[src/rtl/spi_wm_pkg.sv]
`timescale 1ns/1ps
package spi_wm_pkg;

    localparam int WORD_W     = 32;
    localparam int LEN_W      = $clog2(WORD_W);
    localparam int EDGE_W     = LEN_W + 1;
    localparam int SEL_W      = 2;
    localparam int DIV_W      = 8;
    localparam int GAP_W      = 4;
    localparam int MIN_BITS   = 8;
    localparam int BYTE_EDG_W = $clog2(2 * 8);

    typedef enum logic [2:0] {
        ST_IDLE,
        ST_LEAD,
        ST_SHIFT,
        ST_GAP,
        ST_TRAIL
    } seq_state_e;

    typedef struct packed {
        logic [LEN_W-1:0] nbits_m1;
        logic             lsb_first;
        logic             cpol;
        logic             tx_fall;
        logic             rx_fall;
        logic [SEL_W-1:0] sel_mask;
        logic [DIV_W-1:0] half_div;
        logic             susp_en;
        logic [GAP_W-1:0] susp_gap;
    } xfer_cfg_t;

    function automatic logic [LEN_W-1:0] clamp_len(input logic [LEN_W-1:0] m1);
        return (m1 < LEN_W'(MIN_BITS - 1)) ? LEN_W'(MIN_BITS - 1) : m1;
    endfunction

    function automatic logic [LEN_W-1:0] bit_pos(input logic [LEN_W-1:0] idx,
                                                 input logic [LEN_W-1:0] m1,
                                                 input logic             lsb);
        return lsb ? idx : (m1 - idx);
    endfunction

endpackage

[src/rtl/spi_wm_tick.sv]
`timescale 1ns/1ps
module spi_wm_tick
    import spi_wm_pkg::*;
#(
    parameter int CNT_W = DIV_W
) (
    input  logic             clk,
    input  logic             rst,
    input  logic             run,
    input  logic             clear,
    input  logic [CNT_W-1:0] half_div,
    output logic             tick
);
    logic [CNT_W-1:0] cnt_q;

    always_ff @(posedge clk) begin
        if (rst || clear || !run) begin
            cnt_q <= '0;
        end else if (cnt_q == half_div) begin
            cnt_q <= '0;
        end else begin
            cnt_q <= cnt_q + CNT_W'(1);
        end
    end

    assign tick = run && (cnt_q == half_div);

    a_r7_div_bound: assert property (@(posedge clk) disable iff (rst)
        run |-> (cnt_q <= half_div))
        else $error("a_r7_div_bound");

endmodule

[src/rtl/spi_wm_seq.sv]
`timescale 1ns/1ps
module spi_wm_seq
    import spi_wm_pkg::*;
(
    input  logic             clk,
    input  logic             rst,
    input  logic             start,
    input  logic             cpol_live,
    input  logic             tick,
    input  logic             cpol,
    input  logic             tx_fall,
    input  logic             rx_fall,
    input  logic             susp_en,
    input  logic [LEN_W-1:0] nbits_m1,
    input  logic [GAP_W-1:0] susp_gap,
    output logic             load,
    output logic             busy,
    output logic             done,
    output logic             sclk,
    output logic             launch,
    output logic             capture
);
    seq_state_e        state_q;
    logic [EDGE_W-1:0] edge_q;
    logic [GAP_W:0]    gap_q;
    logic              sclk_q;
    logic              done_q;
    logic [EDGE_W-1:0] last_edge;
    logic              byte_end;
    logic              gaps_on;
    logic              shift_tick;

    assign last_edge  = {nbits_m1, 1'b1};
    assign byte_end   = (edge_q[BYTE_EDG_W-1:0] == {BYTE_EDG_W{1'b1}});
    assign gaps_on    = susp_en && (nbits_m1 == LEN_W'(WORD_W - 1)) && (susp_gap != '0);
    assign shift_tick = tick && (state_q == ST_SHIFT);
    assign load       = start && (state_q == ST_IDLE);

    always_ff @(posedge clk) begin
        if (rst) begin
            state_q <= ST_IDLE;
            edge_q  <= '0;
            gap_q   <= '0;
            sclk_q  <= 1'b0;
            done_q  <= 1'b0;
        end else begin
            done_q <= 1'b0;
            case (state_q)
                ST_IDLE: begin
                    sclk_q <= cpol_live;
                    if (start) begin
                        state_q <= ST_LEAD;
                        edge_q  <= '0;
                    end
                end
                ST_LEAD: begin
                    if (tick) state_q <= ST_SHIFT;
                end
                ST_SHIFT: begin
                    if (tick) begin
                        sclk_q <= ~sclk_q;
                        edge_q <= edge_q + EDGE_W'(1);
                        if (edge_q == last_edge) begin
                            state_q <= ST_TRAIL;
                        end else if (byte_end && gaps_on) begin
                            state_q <= ST_GAP;
                            gap_q   <= {susp_gap, 1'b0};
                        end
                    end
                end
                ST_GAP: begin
                    if (tick) begin
                        if (gap_q == (GAP_W+1)'(1)) state_q <= ST_SHIFT;
                        gap_q <= gap_q - (GAP_W+1)'(1);
                    end
                end
                ST_TRAIL: begin
                    if (tick) begin
                        state_q <= ST_IDLE;
                        done_q  <= 1'b1;
                    end
                end
                default: state_q <= ST_IDLE;
            endcase
        end
    end

    // The level before a transition tells its kind: high means falling.
    assign launch  = shift_tick && (sclk_q == tx_fall) && (edge_q != '0);
    assign capture = shift_tick && (sclk_q == rx_fall);
    assign busy    = (state_q != ST_IDLE);
    assign done    = done_q;
    assign sclk    = sclk_q;

    a_r7_sclk_parked: assert property (@(posedge clk) disable iff (rst)
        (state_q == ST_LEAD || state_q == ST_GAP || state_q == ST_TRAIL) |-> (sclk_q == cpol))
        else $error("a_r7_sclk_parked");

    a_r1_edge_bound: assert property (@(posedge clk) disable iff (rst)
        (state_q == ST_SHIFT) |-> (edge_q <= last_edge))
        else $error("a_r1_edge_bound");

    a_r8_done_single: assert property (@(posedge clk) disable iff (rst)
        done_q |=> !done_q)
        else $error("a_r8_done_single");

    a_r8_done_ends_busy: assert property (@(posedge clk) disable iff (rst)
        done_q |-> (!busy && $past(busy)))
        else $error("a_r8_done_ends_busy");

    a_r9_gap_only_full: assert property (@(posedge clk) disable iff (rst)
        (state_q == ST_GAP) |-> (susp_en && nbits_m1 == LEN_W'(WORD_W - 1)))
        else $error("a_r9_gap_only_full");

endmodule

[src/rtl/spi_wm_datapath.sv]
`timescale 1ns/1ps
module spi_wm_datapath
    import spi_wm_pkg::*;
(
    input  logic              clk,
    input  logic              rst,
    input  logic              load,
    input  logic              launch,
    input  logic              capture,
    input  logic              miso,
    input  logic [WORD_W-1:0] tx_word,
    input  logic [LEN_W-1:0]  load_m1,
    input  logic              load_lsb,
    input  logic [LEN_W-1:0]  m1,
    input  logic              lsb,
    output logic              mosi,
    output logic [WORD_W-1:0] rx_word,
    output logic [LEN_W:0]    rx_count
);
    logic [WORD_W-1:0] tx_q;
    logic [WORD_W-1:0] rx_q;
    logic [LEN_W:0]    tx_idx_q;
    logic [LEN_W:0]    rx_idx_q;
    logic [LEN_W:0]    tx_nxt;
    logic              mosi_q;

    assign tx_nxt = tx_idx_q + (LEN_W+1)'(1);

    always_ff @(posedge clk) begin
        if (rst) begin
            tx_q     <= '0;
            rx_q     <= '0;
            tx_idx_q <= '0;
            rx_idx_q <= '0;
            mosi_q   <= 1'b0;
        end else if (load) begin
            tx_q     <= tx_word;
            rx_q     <= '0;
            tx_idx_q <= '0;
            rx_idx_q <= '0;
            mosi_q   <= tx_word[bit_pos('0, load_m1, load_lsb)];
        end else begin
            if (launch && (tx_nxt <= {1'b0, m1})) begin
                tx_idx_q <= tx_nxt;
                mosi_q   <= tx_q[bit_pos(tx_nxt[LEN_W-1:0], m1, lsb)];
            end
            if (capture && (rx_idx_q <= {1'b0, m1})) begin
                rx_q[bit_pos(rx_idx_q[LEN_W-1:0], m1, lsb)] <= miso;
                rx_idx_q <= rx_idx_q + (LEN_W+1)'(1);
            end
        end
    end

    assign mosi     = mosi_q;
    assign rx_word  = rx_q;
    assign rx_count = rx_idx_q;

    a_r4_capture_bound: assert property (@(posedge clk) disable iff (rst)
        capture |-> (rx_idx_q <= {1'b0, m1}))
        else $error("a_r4_capture_bound");

    a_r3_launch_bound: assert property (@(posedge clk) disable iff (rst)
        (launch && !load) |-> (tx_idx_q <= {1'b0, m1}))
        else $error("a_r3_launch_bound");

endmodule

[src/rtl/spi_word_master.sv]
`timescale 1ns/1ps
module spi_word_master
    import spi_wm_pkg::*;
(
    input  logic              clk,
    input  logic              rst,
    input  logic              start,
    input  logic [WORD_W-1:0] tx_word,
    input  logic [LEN_W-1:0]  nbits_m1,
    input  logic              lsb_first,
    input  logic              cpol,
    input  logic              tx_fall,
    input  logic              rx_fall,
    input  logic [SEL_W-1:0]  sel_mask,
    input  logic [DIV_W-1:0]  half_div,
    input  logic              susp_en,
    input  logic [GAP_W-1:0]  susp_gap,
    input  logic              miso,
    output logic              busy,
    output logic              done,
    output logic [WORD_W-1:0] rx_word,
    output logic              sclk,
    output logic              mosi,
    output logic [SEL_W-1:0]  sel_n
);
    xfer_cfg_t      cfg_in;
    xfer_cfg_t      cfg_q;
    logic           load;
    logic           tick;
    logic           launch;
    logic           capture;
    logic [LEN_W:0] rx_count;

    always_comb begin
        cfg_in.nbits_m1  = clamp_len(nbits_m1);
        cfg_in.lsb_first = lsb_first;
        cfg_in.cpol      = cpol;
        cfg_in.tx_fall   = tx_fall;
        cfg_in.rx_fall   = rx_fall;
        cfg_in.sel_mask  = sel_mask;
        cfg_in.half_div  = half_div;
        cfg_in.susp_en   = susp_en;
        cfg_in.susp_gap  = susp_gap;
    end

    always_ff @(posedge clk) begin
        if (rst)       cfg_q <= '0;
        else if (load) cfg_q <= cfg_in;
    end

    spi_wm_tick #(.CNT_W(DIV_W)) tick_i (
        .clk      (clk),
        .rst      (rst),
        .run      (busy),
        .clear    (load),
        .half_div (cfg_q.half_div),
        .tick     (tick)
    );

    spi_wm_seq seq_i (
        .clk       (clk),
        .rst       (rst),
        .start     (start),
        .cpol_live (cpol),
        .tick      (tick),
        .cpol      (cfg_q.cpol),
        .tx_fall   (cfg_q.tx_fall),
        .rx_fall   (cfg_q.rx_fall),
        .susp_en   (cfg_q.susp_en),
        .nbits_m1  (cfg_q.nbits_m1),
        .susp_gap  (cfg_q.susp_gap),
        .load      (load),
        .busy      (busy),
        .done      (done),
        .sclk      (sclk),
        .launch    (launch),
        .capture   (capture)
    );

    spi_wm_datapath dp_i (
        .clk      (clk),
        .rst      (rst),
        .load     (load),
        .launch   (launch),
        .capture  (capture),
        .miso     (miso),
        .tx_word  (tx_word),
        .load_m1  (cfg_in.nbits_m1),
        .load_lsb (cfg_in.lsb_first),
        .m1       (cfg_q.nbits_m1),
        .lsb      (cfg_q.lsb_first),
        .mosi     (mosi),
        .rx_word  (rx_word),
        .rx_count (rx_count)
    );

    assign sel_n = busy ? ~cfg_q.sel_mask : {SEL_W{1'b1}};

    a_r5_upper_zero: assert property (@(posedge clk) disable iff (rst)
        done |-> ((rx_word >> ({1'b0, cfg_q.nbits_m1} + (LEN_W+1)'(1))) == '0))
        else $error("a_r5_upper_zero");

    a_r4_all_bits: assert property (@(posedge clk) disable iff (rst)
        done |-> (rx_count == ({1'b0, cfg_q.nbits_m1} + (LEN_W+1)'(1))))
        else $error("a_r4_all_bits");

    a_r6_sel_steady: assert property (@(posedge clk) disable iff (rst)
        (busy && $past(busy)) |-> $stable(sel_n))
        else $error("a_r6_sel_steady");

    a_r8_cfg_frozen: assert property (@(posedge clk) disable iff (rst)
        (busy && $past(busy)) |-> $stable(cfg_q))
        else $error("a_r8_cfg_frozen");

endmodule

[config.mk]
export PLATFORM = sky130hd
export DESIGN_NAME = spi_word_master
export DESIGN_NICKNAME = d
export VERILOG_FILES = /design/src/rtl/spi_wm_pkg.sv /design/src/rtl/spi_wm_tick.sv /design/src/rtl/spi_wm_seq.sv /design/src/rtl/spi_wm_datapath.sv /design/src/rtl/spi_word_master.sv
export SDC_FILE = /design/constraint.sdc
export NUM_CORES = 1
export LEC_CHECK = 0
export BUFFER_PORTS_ARGS = -buffer_cell sky130_fd_sc_hd__buf_4
export CAP_MARGIN = 15
export CORE_ASPECT_RATIO = 2
export CORE_MARGIN = 1
export CORE_UTILIZATION = 57
export CTS_CLUSTER_SIZE = 14
export DETAILED_ROUTE_END_ITERATION = 7
export PLACE_DENSITY = 0.82
export SLEW_MARGIN = 10
export SYNTH_ARGS = -nofsm -noshare
export SYNTH_HDL_FRONTEND = slang
export SYNTH_SLANG_ARGS = --single-unit
[constraint.sdc]
create_clock -name clk -period 3.25 [get_ports clk]
set_input_delay 0.8125 -clock clk [delete_from_list [all_inputs] [get_ports clk]]
set_output_delay 0.8125 -clock clk [all_outputs]
set_load 0.01 [all_outputs]
==> flow_metrics.env <==
export IMPL_first_global_vias=6277
export IMPL_setup_worst_path_start_class="flop"
export IMPL_ff2ff_setup_slack_ns=0.18
export IMPL_worstSkewPairLatency_ns=0.42
export IMPL_drive_gt1_frac=0.188
export IMPL_yosys_area_top_type_share=0.378
export IMPL_grt_max_degree=71
export IMPL_finalCritPeriodShare=0.946
export IMPL_clockRootBuffer="clkbuf_16"
export IMPL_p_switching_w=0.00179
export IMPL_synthArstFlopShare=0
export IMPL_antennaDiodeCount=0
export IMPL_seq_area_um2=2480
export IMPL_peakVddDrop_mv=0.443
export IMPL_syn_avg_cell_area_um2=8.16
export IMPL_cts_resized=0
export IMPL_syn_to_final_growth_pct=22.0
export IMPL_syn_nets=891
export IMPL_final_max_slew_violation_count=0
export IMPL_setup_violations=0
export IMPL_worstHoldStart="dp_i.tx_q[3]$_SDFFE_PP0P_"
export IMPL_fin_tns_setup_ns=0
export IMPL_holdCritPathClass="flop to flop"
export IMPL_seq_power_share=0.349
export IMPL_yosysWarnings=0
export IMPL_ant_nets=0
export IMPL_wl_um=17600
export IMPL_outcome="finished, final reports clean"
export IMPL_final_common_cell="nand2_1"
export IMPL_slew_headroom=0.417
export IMPL_r2r_end="dp_i.tx_idx_q[3]$_SDFFE_PP0P_"
export IMPL_finalHoldViolCount=0
export IMPL_clock_sinks=124
export IMPL_synthCells=804
export IMPL_cp_required_ns=3.58
export IMPL_holdPathStages=2
export IMPL_cp_arrival_ns=3.41
export IMPL_multi_input_area_um2=3830
export IMPL_ys_flop_type="dfxtp_1"
export IMPL_ys_types=65
export IMPL_final_net_count=980
export IMPL_combPwrFrac=0.295
export IMPL_dieHeight_um=154
export IMPL_cts_setup_buffers=0
export IMPL_slowest_delay_ns=0.68
export IMPL_cts_tree="done"
export IMPL_fp_coreArea_um2=11300
export IMPL_internal_power_w=0.00336
export IMPL_initialDrtViolationCount=285
export IMPL_final_cell_mix="nand2_1, dfxtp_1, buf_4"
export IMPL_maxCapViolations=0
export IMPL_track_usage=0.309
export IMPL_p_sw_frac=0.348
export IMPL_synth_seq_cells=124
export IMPL_crit_buf_inv=1
export IMPL_h_tree_depth=4
export IMPL_yosysSeqAreaShare=0.378
export IMPL_p_per_area_nw_per_um2=644
export IMPL_critical_path_top_delay_family="simple AND/OR/NAND/NOR gates"
export IMPL_cts_made_buffers=17
export IMPL_cp_cell_sequence="ha_1 -> xnor2_1 -> inv_1 -> ha_1 -> o21ai_0 -> a21oi_1 -> o31a_1 -> or4b_1 -> or3_1 -> a21oi_1"
export IMPL_drcViolationCount=0
export IMPL_yosys_area_top_type="dfxtp_1"
export IMPL_finalCriticalPeriod_ns=3.07
export IMPL_path_max_fanout=8
export IMPL_dp_slack_ns=0.208
export IMPL_cts_buffer_depth=2
export IMPL_clk_pin_slew_ns=0.06
export IMPL_min_to="dp_i.tx_q[3]$_SDFFE_PP0P_"
export IMPL_numPortBuffers=97
export IMPL_antenna_found_initial=0
export IMPL_place_congestion=0.989
export IMPL_dr_pass1_iters=5
export IMPL_avgViaCountPerCell=5.97
export IMPL_grt_pass1_wl_um=29200
export IMPL_initial_utilization=0.581
export IMPL_fin_ws_ns=0.177
export IMPL_r2r_start="dp_i.tx_idx_q[0]$_SDFFE_PP0P_"
export IMPL_fmax_mhz=325
export IMPL_io_pins=98
export IMPL_worst_slew_pin_slew_ns=0.874
export IMPL_cp_end_kind="flop"
export IMPL_whs_ns=0.456
export IMPL_vias=6259
export IMPL_synth_area_leaders="dfxtp_1, nand2_1, mux2i_1, a21oi_1, ha_1"
export IMPL_slowest_stage="or4b_1"
export IMPL_critPathKind="flop to flop"
export IMPL_routedWlPerCell_um=16.8
export IMPL_p_leak_nw=3.32
export IMPL_ctsHoldBuffers=0
export IMPL_nFillCells=896
export IMPL_clock_skew_ns=0.00746
export IMPL_die_area_um2=12000
export IMPL_synth_edf_count=0
export IMPL_rsz0062_at_grt="no"
export IMPL_syn_area_um2=6560
export IMPL_reg2regPathDepth=10
export IMPL_dp_hpwl_um=12900
export IMPL_rows=55
export IMPL_clockPowerShare=0.356
export IMPL_fp_dieW_um=77.9
export IMPL_overflow=0
[flip-flops by register name, summed over array words and instances (netlist names), 3 cells and up]
| name | cells |
|---|---|
| dp_i.tx_q | 32 |
| tick_i.cnt_q | 8 |
| cfg_q | 23 |
| dp_i.rx_count | 6 |
| seq_i.edge_q | 6 |
| seq_i.gap_q | 5 |
| dp_i.rx_word | 32 |
| dp_i.tx_idx_q | 6 |
| seq_i.state_q | 3 |
[per-stage QoR]
| step | instances | util | total power (W) | instance area (um^2) |
|---|---|---|---|---|
| finish | 1048 | 0.709 | 0.00515 | 8000 |
| global route | 1048 | 0.709 | 0.00539 | 8000 |
| CTS | 1048 | 0.709 | 0.00514 | 8000 |
| detailed placement | 1016 | 0.657 | 0.00330 | 7420 |
| global placement | 1016 | 0.657 | 0.00325 | 7420 |
| floorplan | 804 | - | 0.00287 | 6560 |
[worst register-to-register path: stages, from the launching register on]
cell and delay, ns:
dfxtp_1 0.35, ha_1 0.26, xnor2_1 0.25, inv_1 0.09, ha_1 0.34, o21ai_0 0.17, a21oi_1 0.07, o31a_1 0.27
or4b_1 0.68, or3_1 0.37, a21oi_1 0.14
[how the worst max path moves through the flow]
stage                                  startpoint                             to  slack (ns)  depth (start not counted)
floorplan           dp_i.tx_idx_q[0]$_SDFFE_PP0P_  dp_i.tx_idx_q[3]$_SDFFE_PP0P_        0.53                         11
global placement    dp_i.tx_idx_q[0]$_SDFFE_PP0P_  dp_i.tx_idx_q[4]$_SDFFE_PP0P_        0.35                         10
detailed placement  dp_i.tx_idx_q[0]$_SDFFE_PP0P_  dp_i.tx_idx_q[3]$_SDFFE_PP0P_        0.21                         10
CTS                 dp_i.tx_idx_q[0]$_SDFFE_PP0P_  dp_i.tx_idx_q[3]$_SDFFE_PP0P_        0.20                         10
global route        dp_i.tx_idx_q[0]$_SDFFE_PP0P_  dp_i.tx_idx_q[4]$_SDFFE_PP0P_       0.008                         10
finish              dp_i.tx_idx_q[0]$_SDFFE_PP0P_  dp_i.tx_idx_q[3]$_SDFFE_PP0P_        0.18                         10
[synth_stat cells, types with 9 or more instances]
library cell	count
nor2_1	51
o21ai_0	24
and3_1	10
a21oi_1	71
dfxtp_1	124
nand2_1	204
ha_1	25
mux2i_1	44
clkbuf_1	35
xor2_1	13
xnor2_1	23
mux4_2	9
or3_1	11
nand3_1	14
inv_1	28
nor3_1	12
[cell type report]
type,instances,share of cell area
Sequential cell,124,0.310
Timing Repair Buffer,110,0.103
Tap cell,142,0.0222
Clock buffer,20,0.0583
Inverter,28,0.0131
Clock inverter,12,0.0142
Multi-Input combinational cell,612,0.478
[power groups by stage]
| stage | Combinational [W] | Sequential, W | Clock [W] |
|---|---|---|---|
| 6_report | 0.00152 | 0.00180 | 0.00183 |
| 5_1_grt | 0.00167 | 0.00181 | 0.00191 |
| 4_1_cts | 0.00150 | 0.00179 | 0.00185 |
| 3_5_place_dp | 0.00148 | 0.00182 | 0 |
| 3_3_place_gp | 0.00143 | 0.00181 | 0 |
| 2_1_floorplan | 0.00110 | 0.00177 | 0 |
[metal layers]
metal / up-vias / GRT usage / wire length [um]
li1: 2949 / - / -
met1: 2950 / 0.300 / 5960
met2: 264 / 0.574 / 9670
met3: 96 / 0.0576 / 904
met4: 0 / 0.209 / 1080
met5: - / 0 / 0
[cells by family (layout without fill, tap and decap cells)]
kind of cell	Yosys count	in the layout	synth area share
multiplexers	55	55	0.102
AO/OA/AOI/OAI	152	152	0.148
XOR/XNOR	36	36	0.0481
buffers and inverters	68	170	0.0393
adder cells (fa/ha/maj)	27	27	0.0538
AND/OR/NAND/NOR	342	342	0.231
flip-flops	124	124	0.378
Note: power is estimated with default switching activity, not from simulation.
